`config.mk`:
```
export PLATFORM = sky130hd
export DESIGN_NAME = prescaled_wdt_timer
export DESIGN_NICKNAME = d
export VERILOG_FILES = /design/src/rtl/tmr_pkg.sv /design/src/rtl/tmr_prescale.sv /design/src/rtl/tmr_count.sv /design/src/rtl/tmr_svc.sv /design/src/rtl/tmr_wdog.sv /design/src/rtl/prescaled_wdt_timer.sv
export SDC_FILE = /design/constraint.sdc
export NUM_CORES = 1
export LEC_CHECK = 0
export BUFFER_PORTS_ARGS = -buffer_cell sky130_fd_sc_hd__buf_4
export CAP_MARGIN = 40
export CORE_ASPECT_RATIO = 0.5
export CORE_MARGIN = 4
export CORE_UTILIZATION = 50
export CTS_CLUSTER_DIAMETER = 40
export DETAILED_ROUTE_END_ITERATION = 10
export GPL_ROUTABILITY_DRIVEN = 0
export PLACE_DENSITY_LB_ADDON = 0.15
export SYNTH_ARGS = -nofsm -noshare
export SYNTH_HDL_FRONTEND = slang
export SYNTH_SLANG_ARGS = --single-unit
```
`constraint.sdc`:
```
create_clock -name clk -period 1.7 [get_ports clk]
set_input_delay 0.34 -clock clk [delete_from_list [all_inputs] [get_ports clk]]
set_output_delay 0.34 -clock clk [all_outputs]
set_load 0.01 [all_outputs]
```
`src/rtl/tmr_pkg.sv`:
```
package tmr_pkg;

    typedef enum logic [1:0] {
        ST_SETUP = 2'd0,
        ST_RUN   = 2'd1,
        ST_HOLD  = 2'd2
    } tmr_state_e;

    typedef enum logic {
        SVC_IDLE  = 1'b0,
        SVC_ARMED = 1'b1
    } svc_state_e;

    localparam logic [7:0] KEY_ARM  = 8'h55;
    localparam logic [7:0] KEY_FIRE = 8'hAA;

endpackage

```
`src/rtl/tmr_prescale.sv`:
```
module tmr_prescale #(
    parameter int DIV_W    = 15,
    parameter int TAP_LOG2 = 15
) (
    input  logic       clk,
    input  logic       rst_n,
    input  logic       run,
    input  logic [1:0] rate_sel,
    output logic       cnt_tick,
    output logic       wd_tick
);

    logic [DIV_W-1:0] div_q;

    always_ff @(posedge clk or negedge rst_n) begin
        if (!rst_n) begin
            div_q <= '0;
        end else if (!run) begin
            div_q <= '0;
        end else begin
            div_q <= div_q + 1'b1;
        end
    end

    always_comb begin
        unique case (rate_sel)
            2'b00:   cnt_tick = run;
            2'b01:   cnt_tick = run && (&div_q[1:0]);
            2'b10:   cnt_tick = run && (&div_q[2:0]);
            default: cnt_tick = run && (&div_q[3:0]);
        endcase
    end

    assign wd_tick = run && (&div_q[TAP_LOG2-1:0]);

endmodule

```
`src/rtl/tmr_count.sv`:
```
module tmr_count #(
    parameter int CNT_W = 16
) (
    input  logic             clk,
    input  logic             rst_n,
    input  logic             run,
    input  logic             tick,
    input  logic             ovf_clr,
    output logic [CNT_W-1:0] cnt_o,
    output logic             ovf_o
);

    logic at_top;
    assign at_top = &cnt_o;

    always_ff @(posedge clk or negedge rst_n) begin
        if (!rst_n) begin
            cnt_o <= '0;
            ovf_o <= 1'b0;
        end else if (!run) begin
            cnt_o <= '0;
            ovf_o <= 1'b0;
        end else begin
            if (tick) begin
                cnt_o <= cnt_o + 1'b1;
            end
            if (tick && at_top) begin
                ovf_o <= 1'b1;
            end else if (ovf_clr) begin
                ovf_o <= 1'b0;
            end
        end
    end

endmodule

```
`src/rtl/tmr_svc.sv`:
```
module tmr_svc (
    input  logic       clk,
    input  logic       rst_n,
    input  logic       run,
    input  logic       we,
    input  logic [7:0] data,
    output logic       done
);
    import tmr_pkg::*;

    svc_state_e state_q, state_d;

    always_ff @(posedge clk or negedge rst_n) begin
        if (!rst_n) begin
            state_q <= SVC_IDLE;
        end else begin
            state_q <= state_d;
        end
    end

    always_comb begin
        state_d = state_q;
        if (!run) begin
            state_d = SVC_IDLE;
        end else if (we) begin
            unique case (state_q)
                SVC_IDLE:  state_d = (data == KEY_ARM) ? SVC_ARMED : SVC_IDLE;
                SVC_ARMED: state_d = (data == KEY_ARM) ? SVC_ARMED : SVC_IDLE;
                default:   state_d = SVC_IDLE;
            endcase
        end
    end

    always_comb begin
        done = run && we && (state_q == SVC_ARMED) && (data == KEY_FIRE);
    end

endmodule

```
`src/rtl/tmr_wdog.sv`:
```
module tmr_wdog #(
    parameter int WD_W = 4
) (
    input  logic       clk,
    input  logic       rst_n,
    input  logic       run,
    input  logic       tick,
    input  logic       clear,
    input  logic [1:0] limit_sel,
    output logic       expire
);

    logic [WD_W-1:0] wd_q;
    logic [WD_W-1:0] last_val;

    always_comb begin
        last_val = (WD_W'(1) << limit_sel) - WD_W'(1);
        expire   = run && tick && !clear && (wd_q == last_val);
    end

    always_ff @(posedge clk or negedge rst_n) begin
        if (!rst_n) begin
            wd_q <= '0;
        end else if (!run || clear) begin
            wd_q <= '0;
        end else if (tick) begin
            wd_q <= wd_q + 1'b1;
        end
    end

endmodule

```
`src/rtl/prescaled_wdt_timer.sv`:
```
module prescaled_wdt_timer #(
    parameter int CNT_W     = 16,
    parameter int TAP_LOG2  = 15,
    parameter int SETUP_CYC = 8,
    parameter int HOLD_CYC  = 4
) (
    input  logic             clk,
    input  logic             rst_n,
    input  logic [1:0]       rate_i,
    input  logic [1:0]       wd_rate_i,
    input  logic             svc_we_i,
    input  logic [7:0]       svc_data_i,
    input  logic             ovf_clr_i,
    output logic [CNT_W-1:0] cnt_o,
    output logic             ovf_o,
    output logic             rst_req_n_o
);
    import tmr_pkg::*;

    localparam int DIV_W  = (TAP_LOG2 > 4) ? TAP_LOG2 : 4;
    localparam int WIN_W  = $clog2(SETUP_CYC + 1);
    localparam int HOLD_W = $clog2(HOLD_CYC + 1);
    localparam int WD_W   = 4;

    tmr_state_e       state_q, state_d;
    logic [WIN_W-1:0]  win_q;
    logic [HOLD_W-1:0] hold_q;
    logic [1:0]        rate_q, wdr_q;
    logic              run, capture;
    logic              cnt_tick, wd_tick, svc_done, wd_expire;

    always_ff @(posedge clk or negedge rst_n) begin
        if (!rst_n) begin
            state_q <= ST_SETUP;
        end else begin
            state_q <= state_d;
        end
    end

    always_comb begin
        state_d = state_q;
        unique case (state_q)
            ST_SETUP: if (win_q == WIN_W'(SETUP_CYC - 1)) state_d = ST_RUN;
            ST_RUN:   if (wd_expire) state_d = ST_HOLD;
            ST_HOLD:  if (hold_q == HOLD_W'(HOLD_CYC - 1)) state_d = ST_SETUP;
            default:  state_d = ST_SETUP;
        endcase
    end

    always_comb begin
        run         = (state_q == ST_RUN);
        capture     = (state_q == ST_SETUP);
        rst_req_n_o = (state_q != ST_HOLD);
    end

    always_ff @(posedge clk or negedge rst_n) begin
        if (!rst_n) begin
            win_q  <= '0;
            hold_q <= '0;
            rate_q <= 2'b00;
            wdr_q  <= 2'b00;
        end else begin
            win_q  <= capture ? win_q + 1'b1 : '0;
            hold_q <= (state_q == ST_HOLD) ? hold_q + 1'b1 : '0;
            if (capture) begin
                rate_q <= rate_i;
                wdr_q  <= wd_rate_i;
            end
        end
    end

    tmr_prescale #(.DIV_W(DIV_W), .TAP_LOG2(TAP_LOG2)) u_presc (
        .clk      (clk),
        .rst_n    (rst_n),
        .run      (run),
        .rate_sel (rate_q),
        .cnt_tick (cnt_tick),
        .wd_tick  (wd_tick)
    );

    tmr_count #(.CNT_W(CNT_W)) u_count (
        .clk     (clk),
        .rst_n   (rst_n),
        .run     (run),
        .tick    (cnt_tick),
        .ovf_clr (ovf_clr_i),
        .cnt_o   (cnt_o),
        .ovf_o   (ovf_o)
    );

    tmr_svc u_svc (
        .clk   (clk),
        .rst_n (rst_n),
        .run   (run),
        .we    (svc_we_i),
        .data  (svc_data_i),
        .done  (svc_done)
    );

    tmr_wdog #(.WD_W(WD_W)) u_wdog (
        .clk       (clk),
        .rst_n     (rst_n),
        .run       (run),
        .tick      (wd_tick),
        .clear     (svc_done),
        .limit_sel (wdr_q),
        .expire    (wd_expire)
    );

endmodule

```
==> flow_summary.json <==
{
  "status": "finished with violations",
  "violations": "setup timing",
  "multi_input_area_sq_um": 1445,
  "rsz0062_at_grt": "true",
  "synth-seq-area-share_pct": 48.19,
  "antenna_found_initial": 0,
  "clkSlewWorstSetupHoldPaths_ps": 100,
  "htreeDepth": 2,
  "initial_core_util_pct": 52.16,
  "dp.final_hpwl_um": 4067,
  "clockPowerShare_pct": 31.0,
  "final_nets": 367,
  "route.met3.wl_um": 265,
  "synth.distinct_cells": 41,
  "cts_num_sinks": 50,
  "crit_fanout": 5,
  "grt_pass1_vias": 2265,
  "wire_per_inst_um": 15.32,
  "worst_clock_skew_ps": 10.42,
  "cp-end-kind": "flop",
  "fin_hold_ws_ps": 53.34,
  "synth_edf_count": 0,
  "vias": 2306,
  "drv_slew": 0,
  "diodes": 0,
  "post-place-ws_ps": -246.4,
  "max_freq_mhz": 516.6,
  "io_pins": 34,
  "path_class": "flop to flop",
  "die_w_um": 109.9,
  "syn_nets": 292,
  "ys_seq_elements": 50,
  "period_needed_ps": 1936,
  "chipHeight_um": 58.96,
  "routed_wl_um": 6312,
  "cp_data_required_time_ps": 1940,
  "finalHoldViolations": 0,
  "p_leak_nw": 1.570,
  "grt_overflow": 0,
  "num_rows": 18,
  "critPathMaxStageDelay_ps": 430,
  "finalPower_mw": 2.743,
  "path_cells": "inv_2 > ha_4 > nor2b_4 > a311o_2 > buf_6 > or3_4 > a21oi_2",
  "syn_area_per_cell_sq_um": 9.760,
  "vias_per_cell": 5.597,
  "route.met2.wl_um": 3035,
  "combPwrFrac_pct": 21.4,
  "post-route-period-util_pct": 113.9,
  "fillers": 376,
  "worstMarginPinSlew_ps": 631.9,
  "drt-met1-wl_um": 2941,
  "ys.flop_type": "dfrtp_1",
  "cts_tree": "built",
  "grt_usage_pct": 20.20,
  "drt_iter0_drc": 85,
  "hold_buffers": 0,
  "ir_drop_v": 0.0005849,
  "root_buffer": "clkbuf_8",
  "synthCells": 266,
  "p_sw_share_pct": 27.62,
  "start_kind": "flop",
  "finalSetupTns_ps": -2297,
  "p_switching_uw": 757.6,
  "syn_area_sq_um": 2596,
  "relSlewSlack_pct": 57.87,
  "grt_max_degree": 51,
  "area_delta_synth_final_pct": 35.13,
  "core_sq_um": 4977,
  "synth-async-reset-ratio_pct": 100.0,
  "drc": 0,
  "ys_warn_count": 0,
  "clockBufferDepth": 2,
  "drive_gt1_share_pct": 33.63,
  "dp_cells": 389,
  "maxCapViolCount": 0,
  "grt_pass1_wl_um": 10390,
  "seq_area_sq_um": 1254,
  "crit_path_top_delay_cell": "a311o_2",
  "clock_latency_ps": 310,
  "top_layer_used": "met4",
  "hp-class": "input port to async pin",
  "ant_nets": 0,
  "pwr-share-seq_pct": 47.5,
  "cts_made_buffers": 5,
  "setup_viol": 18,
  "port-buffer-count": 33,
  "layout_setup_ws_ps": -235.8,
  "layout.cells.non_filler": 412,
  "drtPass1Iterations": 4,
  "p_int_mw": 1.986,
  "die_area_sq_um": 6479,
  "crit_arrival_ps": 2180,
  "power_density_nw_per_um2": 782.0
}
cell usage after synthesis (3+ instances only):
cell / instances / share of area (%)
dfrtp_1: 50 / 48
a21oi_1: 21 / 4.0
nor2_1: 20 / 2.9
nand2_1: 19 / 2.7
nand3_1: 17 / 3.3
o21ai_0: 14 / 2.7
ha_1: 10 / 4.8
or3_1: 10 / 2.4
inv_1: 9 / 1.3
or4_1: 8 / 2.3
o31ai_1: 7 / 2.0
xnor2_1: 7 / 2.4
nand2b_1: 6 / 1.4
nand4_1: 6 / 1.4
xor2_1: 6 / 2.0
nor3_1: 5 / 0.96
clkbuf_1: 4 / 0.58
and2_1: 3 / 0.72
and3_1: 3 / 0.72
and4_1: 3 / 1.0
buf_2: 3 / 0.58
mux2i_1: 3 / 1.2
nor4b_1: 3 / 1.0
nor4bb_1: 3 / 1.2
cells in the final DEF, fill, tap and decap left out, drive strengths merged, types with 3 or more instances in the layout:
| cell type | count |
|---|---|
| nand2b | 6 |
| nand3 | 18 |
| xnor2 | 7 |
| a21oi | 21 |
| or3 | 10 |
| and4 | 3 |
| ha | 10 |
| o31ai | 7 |
| nor3 | 5 |
| or4 | 9 |
| nand4 | 7 |
| nor4bb | 3 |
| nand2 | 19 |
| clkbuf | 6 |
| xor2 | 6 |
| mux2i | 3 |
| buf | 76 |
| inv | 9 |
| nor2 | 20 |
| o21ai | 14 |
| nor4b | 3 |
| dfrtp | 50 |
| and3 | 3 |
| and2 | 3 |
| a311o | 3 |
registers in the layout (all words and copies together) (netlist names):
register       cells
hold_q             3
rate_q             2
state_q            2
u_count.cnt_o     16
u_count.ovf_o      1
u_presc.div_q     15
u_svc.state_q      1
u_wdog.wd_q        4
wdr_q              2
win_q              4
worst paths after layout:
path	start	end	slack, ps	cells after the start
worst max-delay path	rate_q[1]	u_count.cnt_o[4]	-240	7
max in group asynchronous	rst_n	u_presc.div_q[3]	1190	1
worst min register to register	hold_q[0]	hold_q[0]	440	1
worst min-delay path	rst_n	wdr_q[0]	50	1
worst max register to register	rate_q[1]	u_count.cnt_o[4]	-240	7
min in group clk	rate_i[1]	rate_q[1]	250	3
cell families after synthesis:
| logic type | synth area share [%] |
|---|---|
| AOI/OAI and AO/OA | 11.04 |
| DFF | 48.19 |
| muxes | 2.024 |
| adders and majority gates | 4.819 |
| xor gates and xnor gates | 4.386 |
| and+or+nand+nor | 26.51 |
| buffers and inverters | 3.036 |
cell type report:
cell class	count	area share (%)
Inverter	9	0.9629
Clock inverter	2	1.070
Multi-Input combinational cell	199	41.19
Sequential cell	50	35.73
Clock buffer	6	2.068
Timing Repair Buffer	76	16.48
Tap cell	70	2.496
critical path, delay by kind of cell, from the launching register on:
| kind | cells | cell delay (ps) |
|---|---|---|
| compound gates | 2 | 570 |
| simple gates | 2 | 460 |
| fa+ha+maj | 1 | 200 |
| buf+inv | 2 | 230 |
| flops | 1 | 410 |
through the flow:
stage,utilization [%],area (sq um)
after CTS,68.20,3395
after floorplan,-,2658
after global routing,70.49,3508
final,70.49,3508
after global placement,63.30,3151
after detailed placement,63.30,3151
what timing repair did:
item | CTS | global route
buffers inserted | 7 | 6
resized for setup | 13 | 13
gates cloned | 2 | 0
setup endpoints to repair | 18 | 23
pin swaps | 15 | 5
per-layer routing:
layer	global-route usage [%]	up-vias
met3	4.491	9
met2	33.79	42
met1	26.86	1135
li1	-	1120
met5	0	-
met4	5.329	0
power groups by stage:
stage / sequential [mW] / clock, mW / combinational [mW]
6_report: 1.30 / 0.852 / 0.588
5_1_grt: 1.31 / 0.900 / 0.649
4_1_cts: 1.30 / 0.856 / 0.564
3_5_place_dp: 1.32 / 0 / 0.527
3_3_place_gp: 1.32 / 0 / 0.513
2_1_floorplan: 1.38 / 0 / 0.185
Note: power is estimated with default switching activity, not from simulation.
